<file path="config.mk">
export PLATFORM = sky130hd
export DESIGN_NAME = spi_frame_slave
export DESIGN_NICKNAME = d
export VERILOG_FILES = /design/src/rtl/spi_frame_pkg.sv /design/src/rtl/spi_frame_ctrl.sv /design/src/rtl/spi_frame_dp.sv /design/src/rtl/spi_frame_slave.sv
export SDC_FILE = /design/constraint.sdc
export NUM_CORES = 1
export LEC_CHECK = 0
export ABC_AREA = 1
export CAP_MARGIN = 10
export CELL_PAD_IN_SITES_DETAIL_PLACEMENT = 0
export CELL_PAD_IN_SITES_GLOBAL_PLACEMENT = 1
export CORE_MARGIN = 3
export CORE_UTILIZATION = 45
export DETAILED_ROUTE_END_ITERATION = 16
export DONT_BUFFER_PORTS = 1
export HOLD_SLACK_MARGIN = 0.06
export PLACE_DENSITY_LB_ADDON = 0.1
export SLEW_MARGIN = 20
export SYNTH_ARGS = -nofsm -noshare
export SYNTH_HDL_FRONTEND = slang
export SYNTH_SLANG_ARGS = --single-unit
</file>
<file path="constraint.sdc">
create_clock -name clk -period 2.75 [get_ports clk]
set_clock_uncertainty 0.1 [all_clocks]
set_input_delay 0.825 -clock clk [delete_from_list [all_inputs] [get_ports clk]]
set_output_delay 0.825 -clock clk [all_outputs]
set_load 0.03 [all_outputs]
</file>
<file path="src/rtl/spi_frame_pkg.sv">
package spi_frame_pkg;

  // Per-cycle strobes handed from the control half to the datapath half.
  typedef struct packed {
    logic start;   // accepted select fall: capture status, clear flags
    logic sample;  // rising shift clock inside a transaction
    logic shift;   // falling shift clock inside a transaction
    logic finish;  // select rise closing an accepted transaction
    logic lenOk;   // edge count equals the word length
  } spiStrobes_t;

endpackage

</file>
<file path="src/rtl/spi_frame_ctrl.sv">
module spi_frame_ctrl
  import spi_frame_pkg::*;
#(
  parameter int FRAME_W      = 16,
  parameter int READY_CYCLES = 1000
) (
  input  logic        clk,
  input  logic        rstN,
  input  logic        csN,
  input  logic        sclk,
  input  logic        sdi,
  output logic        sdiBit,
  output spiStrobes_t st,
  output logic        active
);

  localparam int CNT_W = $clog2(FRAME_W + 2);
  localparam int RDY_W = $clog2(READY_CYCLES + 1);
  localparam logic [CNT_W-1:0] CNT_MAX = CNT_W'(FRAME_W + 1);
  localparam logic [CNT_W-1:0] CNT_LEN = CNT_W'(FRAME_W);
  localparam logic [RDY_W-1:0] RDY_END = RDY_W'(READY_CYCLES);
  localparam int SYNC_N = 3;
  localparam logic [SYNC_N-1:0] SYNC_RST = 3'b100; // select idles high

  logic [SYNC_N-1:0] rawIn, syncA, syncB;
  logic csS, sclkS, csD, sclkD;
  logic csFall, csRise, sclkRise, sclkFall;
  logic [RDY_W-1:0] readyCnt;
  logic ready;
  logic inFrame;
  logic [CNT_W-1:0] bitCnt;

  assign rawIn = {csN, sclk, sdi};

  // Two-stage synchronisers, one per link input.
  for (genvar g = 0; g < SYNC_N; g++) begin : gSync
    always_ff @(posedge clk or negedge rstN) begin
      if (!rstN) begin
        syncA[g] <= SYNC_RST[g];
        syncB[g] <= SYNC_RST[g];
      end else begin
        syncA[g] <= rawIn[g];
        syncB[g] <= syncA[g];
      end
    end
  end

  assign csS    = syncB[2];
  assign sclkS  = syncB[1];
  assign sdiBit = syncB[0];

  always_ff @(posedge clk or negedge rstN) begin
    if (!rstN) begin
      csD   <= 1'b1;
      sclkD <= 1'b0;
    end else begin
      csD   <= csS;
      sclkD <= sclkS;
    end
  end

  assign csFall   = csD & ~csS;
  assign csRise   = ~csD & csS;
  assign sclkRise = ~sclkD & sclkS;
  assign sclkFall = sclkD & ~sclkS;

  // Startup delay after reset.
  always_ff @(posedge clk or negedge rstN) begin
    if (!rstN)       readyCnt <= '0;
    else if (!ready) readyCnt <= readyCnt + 1'b1;
  end
  assign ready = (readyCnt == RDY_END);

  always_ff @(posedge clk or negedge rstN) begin
    if (!rstN)          inFrame <= 1'b0;
    else if (st.start)  inFrame <= 1'b1;
    else if (st.finish) inFrame <= 1'b0;
  end

  // Saturating rising-edge counter.
  always_ff @(posedge clk or negedge rstN) begin
    if (!rstN)                               bitCnt <= '0;
    else if (st.start)                       bitCnt <= '0;
    else if (st.sample && bitCnt != CNT_MAX) bitCnt <= bitCnt + 1'b1;
  end

  always_comb begin
    st        = '0;
    st.start  = csFall & ready;
    st.sample = inFrame & sclkRise;
    st.shift  = inFrame & sclkFall;
    st.finish = inFrame & csRise;
    st.lenOk  = (bitCnt == CNT_LEN);
  end

  assign active = inFrame;


  ready_gate_chk: assert property (@(posedge clk) disable iff (!rstN)
    !ready |-> !inFrame);


  cs_idle_chk: assert property (@(posedge clk) disable iff (!rstN)
    csD |-> !inFrame);


  bitcnt_sat_chk: assert property (@(posedge clk) disable iff (!rstN)
    bitCnt <= CNT_MAX);


  count_restart_chk: assert property (@(posedge clk) disable iff (!rstN)
    $rose(inFrame) |-> bitCnt == '0);

endmodule

</file>
<file path="src/rtl/spi_frame_dp.sv">
module spi_frame_dp
  import spi_frame_pkg::*;
#(
  parameter int FRAME_W = 16,
  parameter int ADDR_W  = 2
) (
  input  logic                                   clk,
  input  logic                                   rstN,
  input  spiStrobes_t                            st,
  input  logic                                   sdiBit,
  output logic                                   sdo,
  output logic [(1<<ADDR_W)*(FRAME_W-1-ADDR_W)-1:0] ctrlFlat
);

  localparam int DATA_W   = FRAME_W - 1 - ADDR_W;
  localparam int NUM_REGS = 1 << ADDR_W;
  localparam int RB_W     = FRAME_W - 3; // readback field, ADDR_W >= 2

  logic [FRAME_W-1:0] rxSh, txSh, statusWord;
  logic [DATA_W-1:0]  regs [NUM_REGS];
  logic [ADDR_W-1:0]  lastAddr, rxAddr;
  logic [DATA_W-1:0]  rxData;
  logic [RB_W-1:0]    rdExt;
  logic perrFlag, ferrFlag, parOk, commit;

  assign rxAddr = rxSh[FRAME_W-1 -: ADDR_W];
  assign rxData = rxSh[DATA_W:1];
  assign parOk  = ^rxSh;
  assign commit = st.finish & st.lenOk & parOk;

  always_ff @(posedge clk or negedge rstN) begin
    if (!rstN)          rxSh <= '0;
    else if (st.sample) rxSh <= {rxSh[FRAME_W-2:0], sdiBit};
  end

  always_ff @(posedge clk or negedge rstN) begin
    if (!rstN) begin
      for (int i = 0; i < NUM_REGS; i++) regs[i] <= '0;
      lastAddr <= '0;
    end else if (commit) begin
      regs[rxAddr] <= rxData;
      lastAddr     <= rxAddr;
    end
  end

  for (genvar g = 0; g < NUM_REGS; g++) begin : gFlat
    assign ctrlFlat[g*DATA_W +: DATA_W] = regs[g];
  end

  always_ff @(posedge clk or negedge rstN) begin
    if (!rstN) begin
      perrFlag <= 1'b0;
      ferrFlag <= 1'b0;
    end else if (st.start) begin
      perrFlag <= 1'b0;
      ferrFlag <= 1'b0;
    end else if (st.finish) begin
      if (!st.lenOk)  ferrFlag <= 1'b1;
      else if (!parOk) perrFlag <= 1'b1;
    end
  end

  assign rdExt      = RB_W'(regs[lastAddr]);
  assign statusWord = {perrFlag, ferrFlag, rdExt, ~^{perrFlag, ferrFlag, rdExt}};

  always_ff @(posedge clk or negedge rstN) begin
    if (!rstN)         txSh <= '0;
    else if (st.start) txSh <= statusWord;
    else if (st.shift) txSh <= {txSh[FRAME_W-2:0], 1'b0};
  end

  assign sdo = txSh[FRAME_W-1];


  regs_hold_chk: assert property (@(posedge clk) disable iff (!rstN)
    !commit |=> $stable(ctrlFlat));


  perr_set_chk: assert property (@(posedge clk) disable iff (!rstN)
    st.finish && st.lenOk && !parOk |=> perrFlag);


  ferr_set_chk: assert property (@(posedge clk) disable iff (!rstN)
    st.finish && !st.lenOk |=> ferrFlag && $stable(perrFlag));


  flags_clear_chk: assert property (@(posedge clk) disable iff (!rstN)
    st.start |=> !perrFlag && !ferrFlag);


  status_odd_chk: assert property (@(posedge clk) disable iff (!rstN)
    st.start |=> ^txSh);

endmodule

</file>
<file path="src/rtl/spi_frame_slave.sv">
module spi_frame_slave
  import spi_frame_pkg::*;
#(
  parameter int FRAME_W      = 16,
  parameter int ADDR_W       = 2,
  parameter int READY_CYCLES = 1000
) (
  input  logic                                      clk,
  input  logic                                      rstN,
  input  logic                                      csN,
  input  logic                                      sclk,
  input  logic                                      sdi,
  output logic                                      sdo,
  output logic                                      sdoOe,
  output logic [(1<<ADDR_W)*(FRAME_W-1-ADDR_W)-1:0] ctrlOut
);

  spiStrobes_t st;
  logic sdiBit;

  spi_frame_ctrl #(.FRAME_W(FRAME_W), .READY_CYCLES(READY_CYCLES)) i_ctrl (
    .clk(clk), .rstN(rstN), .csN(csN), .sclk(sclk), .sdi(sdi),
    .sdiBit(sdiBit), .st(st), .active(sdoOe)
  );

  spi_frame_dp #(.FRAME_W(FRAME_W), .ADDR_W(ADDR_W)) i_dp (
    .clk(clk), .rstN(rstN), .st(st), .sdiBit(sdiBit),
    .sdo(sdo), .ctrlFlat(ctrlOut)
  );

endmodule

</file>
# After elaboration in Yosys (flattened, before gate mapping)
# Cells that the tools add are included.
[word_totals]
reg_bits = 112
input_bits = 5
[classes]
add_sub_neg = 2
order_cmp = 3
n_eq_ne = 5
n_mux = 19
bitwise_logic = 16
reduce_logical = 10
[op_table]
columns = ["op", "n"]
rows = [
  ["$bwmux 52", 1],
  ["$mux 13", 3],
  ["$mux 16", 2],
  ["$bmux 13 s2", 1],
  ["$demux 13 s2", 1],
  ["$reduce_xor 16->1", 1],
  ["$reduce_xnor 15->1", 1],
  ["$add 10x1->10 const B", 1],
  ["$and 1x1->1", 10],
  ["$eq 10x10->1 const B", 1],
  ["$mux 5", 2],
  ["$mux 1", 9],
  ["$reduce_bool 2->1", 4],
  ["$ge 3x3->1 const B", 2],
  ["$not 2->3", 2],
  ["$add 5x1->5 const B", 1],
  ["$eq 5x5->1 const B", 1],
  ["$ne 5x5->1 const B", 1],
  ["$ne 2x2->1 const B", 2],
  ["$not 1->1", 4],
  ["$lt 3x1->1 const B", 1],
  ["$reduce_and 3->1", 1],
  ["$logic_and 1x1->1", 2],
  ["$reduce_and 2->1", 1],
]

# Depth between registers and ports, before layout
[depth]
word_depth = 6
depth_mapped = 16

# By module
# A second synthesis with hierarchy kept.
[unflattened]
hier_cells = 748
area_unflattened_um2 = 5850.6
[by_module_without_submodules]
columns = ["module", "n_inst", "cells_per_inst", "area_each_um2", "seq_area_each_um2"]
rows = [
  ["spi_frame_dp", 1, 608, 4644.5, 2202.1],
  ["spi_frame_ctrl", 1, 140, 1206.2, 604.3],
]

# Worst setup path before layout
# No wires, ideal clock.
[synth_timing]
path_kind = "register to register"
from = "register i_dp.rxSh[14]"
to = "register i_dp.regs (netlist bit i_dp.ctrlFlat[34])"
setup_ns = 0.118
arrival_ns = 1.921
t_required_ns = 2.532
path_slack_ns = 0.611
stages_incl_launch_ff = 13
path_buffers = 2
path_cell_list = "dfrtp_1 > inv_1 > ha_1 > xnor2_1 > xnor2_2 > xor2_1 > nand2_1 > nand2_1 > buf_6 > nand3_4 > buf_6 > nand2_1 > nand2_1"
[synth_between]
elab_chain_cells = 6
word_cells_on_any_way = 9
classes_between = "order compare (2); mux (3); bitwise (2); reduce/logical (2)"
[synth_lines]
columns = ["item", "line_no", "source"]
rows = [
  ["from (decl)", "spi_frame_dp.sv:19", "logic [FRAME_W-1:0] rxSh, txSh, statusWord;"],
  ["from (signal assigned)", "spi_frame_dp.sv:33", "else if (st.sample) rxSh <= {rxSh[FRAME_W-2:0], sdiBit};"],
  ["$not 2->3 (not written as such)", "spi_frame_dp.sv:41", "regs[rxAddr] <= rxData;"],
  ["$ge 3x3->1 (not written as such) or $lt 3x1->1 (tied branches)", "spi_frame_dp.sv:41", ""],
  ["$logic_and 1x1->1 (not written as such)", "spi_frame_dp.sv:41", ""],
  ["$mux 13 (not written as such)", "spi_frame_dp.sv:41", ""],
  ["$demux 13 s2", "spi_frame_dp.sv:41", ""],
  ["$bwmux 52", "spi_frame_dp.sv:41", ""],
  ["to (signal, indexed assignment)", "spi_frame_dp.sv:41", ""],
  ["to (decl)", "spi_frame_dp.sv:20", "logic [DATA_W-1:0] regs [NUM_REGS];"],
]
# Parallel ways exist; a longest one is shown, timed or not.
# A chain may end at the register's enable or synchronous reset.

# Final worst setup path
[layout_timing]
from = "register i_dp.rxSh[14]"
to = "register i_dp.regs (netlist bit i_dp.ctrlFlat[43])"
# Same word-level chain as after synthesis.

==> impl_metrics.env <==
export IMPL_die_area_mm2=0.0143
export IMPL_rows=40
export IMPL_syn_cell_area_mm2=0.00580
export IMPL_netlist_top_cells_area="dfrtp_1 47%, nand2_1 22%, nand4_1 5.8%"
export IMPL_wl_per_cell_um=17.0
export IMPL_gp_congestion=0.864
export IMPL_final_area_mm2=0.00619
export IMPL_path_class="reg2reg"
export IMPL_yosysTopAreaCell="dfrtp_1"
export IMPL_dpl_worst_slack_ns=0.244
export IMPL_layout_drive_gt1_share_pct=6.23
export IMPL_vias=4728
export IMPL_slew_headroom_pct=55.8
export IMPL_postPlaceCellArea_mm2=0.00589
export IMPL_start_kind="flip-flop"
export IMPL_ctsHtreeMaxLevel=3
export IMPL_grt_pass1_vias=4567
export IMPL_detailed_place_hpwl_um=10600
export IMPL_status="completed"
export IMPL_whs_ns=0.0623
export IMPL_cts_inserted_buffers=9
export IMPL_crit_path_start="i_dp.rxSh[14]$_DFFE_PN0P_"
export IMPL_ir_drop_mv=0.328
export IMPL_antenna_found_initial=0
export IMPL_dieHeight_um=120
export IMPL_synth_xor_area_share_pct=4.55
export IMPL_clock_sinks=112
export IMPL_grt_max_degree=113
export IMPL_synth_mux_area_fraction_pct=0
export IMPL_max_cap_violations=0
export IMPL_grt_overflow_total=0
export IMPL_ioPinCount=59
export IMPL_grt_pass1_wl_um=24900
export IMPL_start_util_pct=47.1
export IMPL_vias_per_cell=5.31
export IMPL_drv_slew=0
export IMPL_end_kind="flip-flop"
export IMPL_async_flop_share_pct=100
export IMPL_yosysSeqAreaShare_pct=48.4
export IMPL_rsz0062_at_grt="false"
export IMPL_cts_clk_slew_worst_paths_ns=0.07
export IMPL_path_max_fanout=30
export IMPL_syn_nets=754
export IMPL_reg2reg_from="i_dp.rxSh[14]$_DFFE_PN0P_"
export IMPL_synth_edff_count=0
export IMPL_ys_warnings_count=0
export IMPL_diodes=0
export IMPL_arrival_ns=2.57
export IMPL_cts_root_buf="clkbuf_16"
export IMPL_period_share_pct=88.3
export IMPL_fin_crit_ns=2.43
export IMPL_portBuffers=0
export IMPL_track_usage_pct=22.3
export IMPL_syn2layout_area_growth_pct=6.80
export IMPL_ant_nets=0
export IMPL_fin_tns_setup_ns=0
export IMPL_ys_flop_type="dfrtp_1"
export IMPL_min_path_type="in2async"
export IMPL_tritoncts="yes"
export IMPL_tightest_slew_ns=0.663
export IMPL_synth_compound_area_share_pct=2.89
export IMPL_syn_inst=740
export IMPL_required_ns=2.90
export IMPL_drcViolationCount=0
export IMPL_final_nets=732
export IMPL_fp_dieW_um=120
export IMPL_setup_ws_ns=0.322
export IMPL_clock_latency_ns=0.35
export IMPL_p_per_area_mw_per_mm2=484
export IMPL_hold_viol=0
export IMPL_synth_cell_types=29
export IMPL_synthAdderAreaFrac_pct=1.94
export IMPL_synth_simple_area_share_pct=35.4
export IMPL_synth_seq_cells=112
export IMPL_core_area_mm2=0.0123
export IMPL_p_leak_nw=3.26
export IMPL_routed_wl_um=15100
export IMPL_drtIter0Drc=334
export IMPL_first_pass_iters=5
export IMPL_fmax_ghz=0.412
export IMPL_synth_top_area_share_pct=47.0
export IMPL_synth_top_family_by_area="simple AND/OR/NAND/NOR gates"
export IMPL_clock_path_buffers=2
export IMPL_finalSetupViolations=0
export IMPL_synth_avg_cell_area_um2=7.84
final timing paths:
kind                                                 end  slack [ns]  cells after the start
max reg2reg                i_dp.ctrlFlat[43]$_DFFE_PN0P_        0.32                     11
min                         i_dp.ctrlFlat[6]$_DFFE_PN0P_        0.06                      0
max in group asynchronous           i_ctrl.csS$_DFF_PN1_        2.19                      0
min reg2reg                      i_ctrl.sdiBit$_DFF_PN0_        0.25                      0
min in group clk                 i_ctrl.sdiBit$_DFF_PN0_        0.25                      0
max                        i_dp.ctrlFlat[43]$_DFFE_PN0P_        0.32                     11
sequential cells by signal, summed over array words and instances, names as in the netlist, 2 cells and up:
signal,count
i_ctrl.bitCnt,5
i_dp.ctrlFlat,52
i_ctrl.readyCnt,10
i_dp.txSh,16
i_ctrl.syncA,3
i_dp.rxSh,16
i_dp.lastAddr,2
cell usage after synthesis (2+ instances only):
| cell type | n |
|---|---|
| a21oi_1 | 4 |
| ha_1 | 9 |
| dfrtp_1 | 109 |
| nand3_1 | 50 |
| buf_4 | 6 |
| nand3_4 | 2 |
| buf_1 | 3 |
| buf_2 | 17 |
| inv_1 | 36 |
| nand2_1 | 338 |
| xnor2_1 | 9 |
| nor3_1 | 8 |
| nor2_1 | 22 |
| xor2_1 | 10 |
| nand4_1 | 54 |
| a31oi_1 | 14 |
| xor2_2 | 2 |
| xnor2_2 | 4 |
| dfstp_2 | 3 |
| clkbuf_1 | 21 |
| buf_6 | 3 |
| o21ai_0 | 9 |
layer usage:
layer  wire length [um]  vias to the layer above  part of all wire, %  GRT usage (%)
li1                   -                     2343                    -              -
met1               7100                     2262                   47           31.6
met2               6930                      110                   46           34.8
met3                896                       13                  5.9           4.67
met4                197                        0                  1.3           6.59
met5                  0                        -                    0              0
metrics by stage:
| step | std cells | utilization, % | power, W |
|---|---|---|---|
| finish | 890 | 50.3 | 0.00300 |
| global placement | 875 | 47.8 | 0.00169 |
| CTS | 890 | 50.3 | 0.00304 |
| global route | 890 | 50.3 | 0.00311 |
| floorplan | 740 | - | 0.00169 |
| detailed placement | 875 | 47.8 | 0.00169 |
placed cells by master, fill, tap and decap left out, types with 9 or more instances in the layout:
| cell | netlist | final |
|---|---|---|
| buf_4 | 6 | 16 |
| nand4_1 | 54 | 54 |
| ha_1 | 9 | 9 |
| a31oi_1 | 14 | 14 |
| nand3_1 | 50 | 50 |
| o21ai_0 | 9 | 9 |
| xor2_1 | 10 | 10 |
| dfrtp_1 | 109 | 109 |
| nand2_1 | 338 | 337 |
| xnor2_1 | 9 | 9 |
| nor2_1 | 22 | 22 |
| inv_1 | 36 | 36 |
| clkbuf_16 | 0 | 9 |
worst max-delay path: stages (launching register included):
cell and delay (ns):
dfrtp_1 0.39, inv_1 0.10, ha_1 0.31, xnor2_1 0.26, xnor2_2 0.16, xor2_1 0.15, nand2_1 0.09, nand2_2 0.11
buf_6 0.24, nand3_4 0.21, nand2_1 0.13, nand2_1 0.05
repair_timing:
item,in CTS,in global routing
gates resized for setup,0,1
endpoints found under the setup margin,0,9
endpoints found under the hold margin,105,105
buffers inserted,0,0
kinds of logic after synthesis:
group,count (synthesis)
AO/OA/AOI/OAI,29
XOR/XNOR,25
adder cells (fa/ha/maj),9
buffers and inverters,87
flip-flops,112
AND/OR/NAND/NOR,478
cell type report:
type                    count  area, um2
fillers                  1214       6120
flip-flops and latches    112       2810
multi-input cells         541       2610
clock buffers              13        260
well taps                 168        210
inverters                  37        139
repair buffers             17        131
clock inverters             2       38.8
where the power goes:
group	leakage (nW)	switching [W]	internal [W]
clock	0.146	0.000583	0.000755
combinational	1.59	0.00000171	0.000000417
sequential	1.53	0.00000313	0.00165
Power figures use the tool's default switching activity.
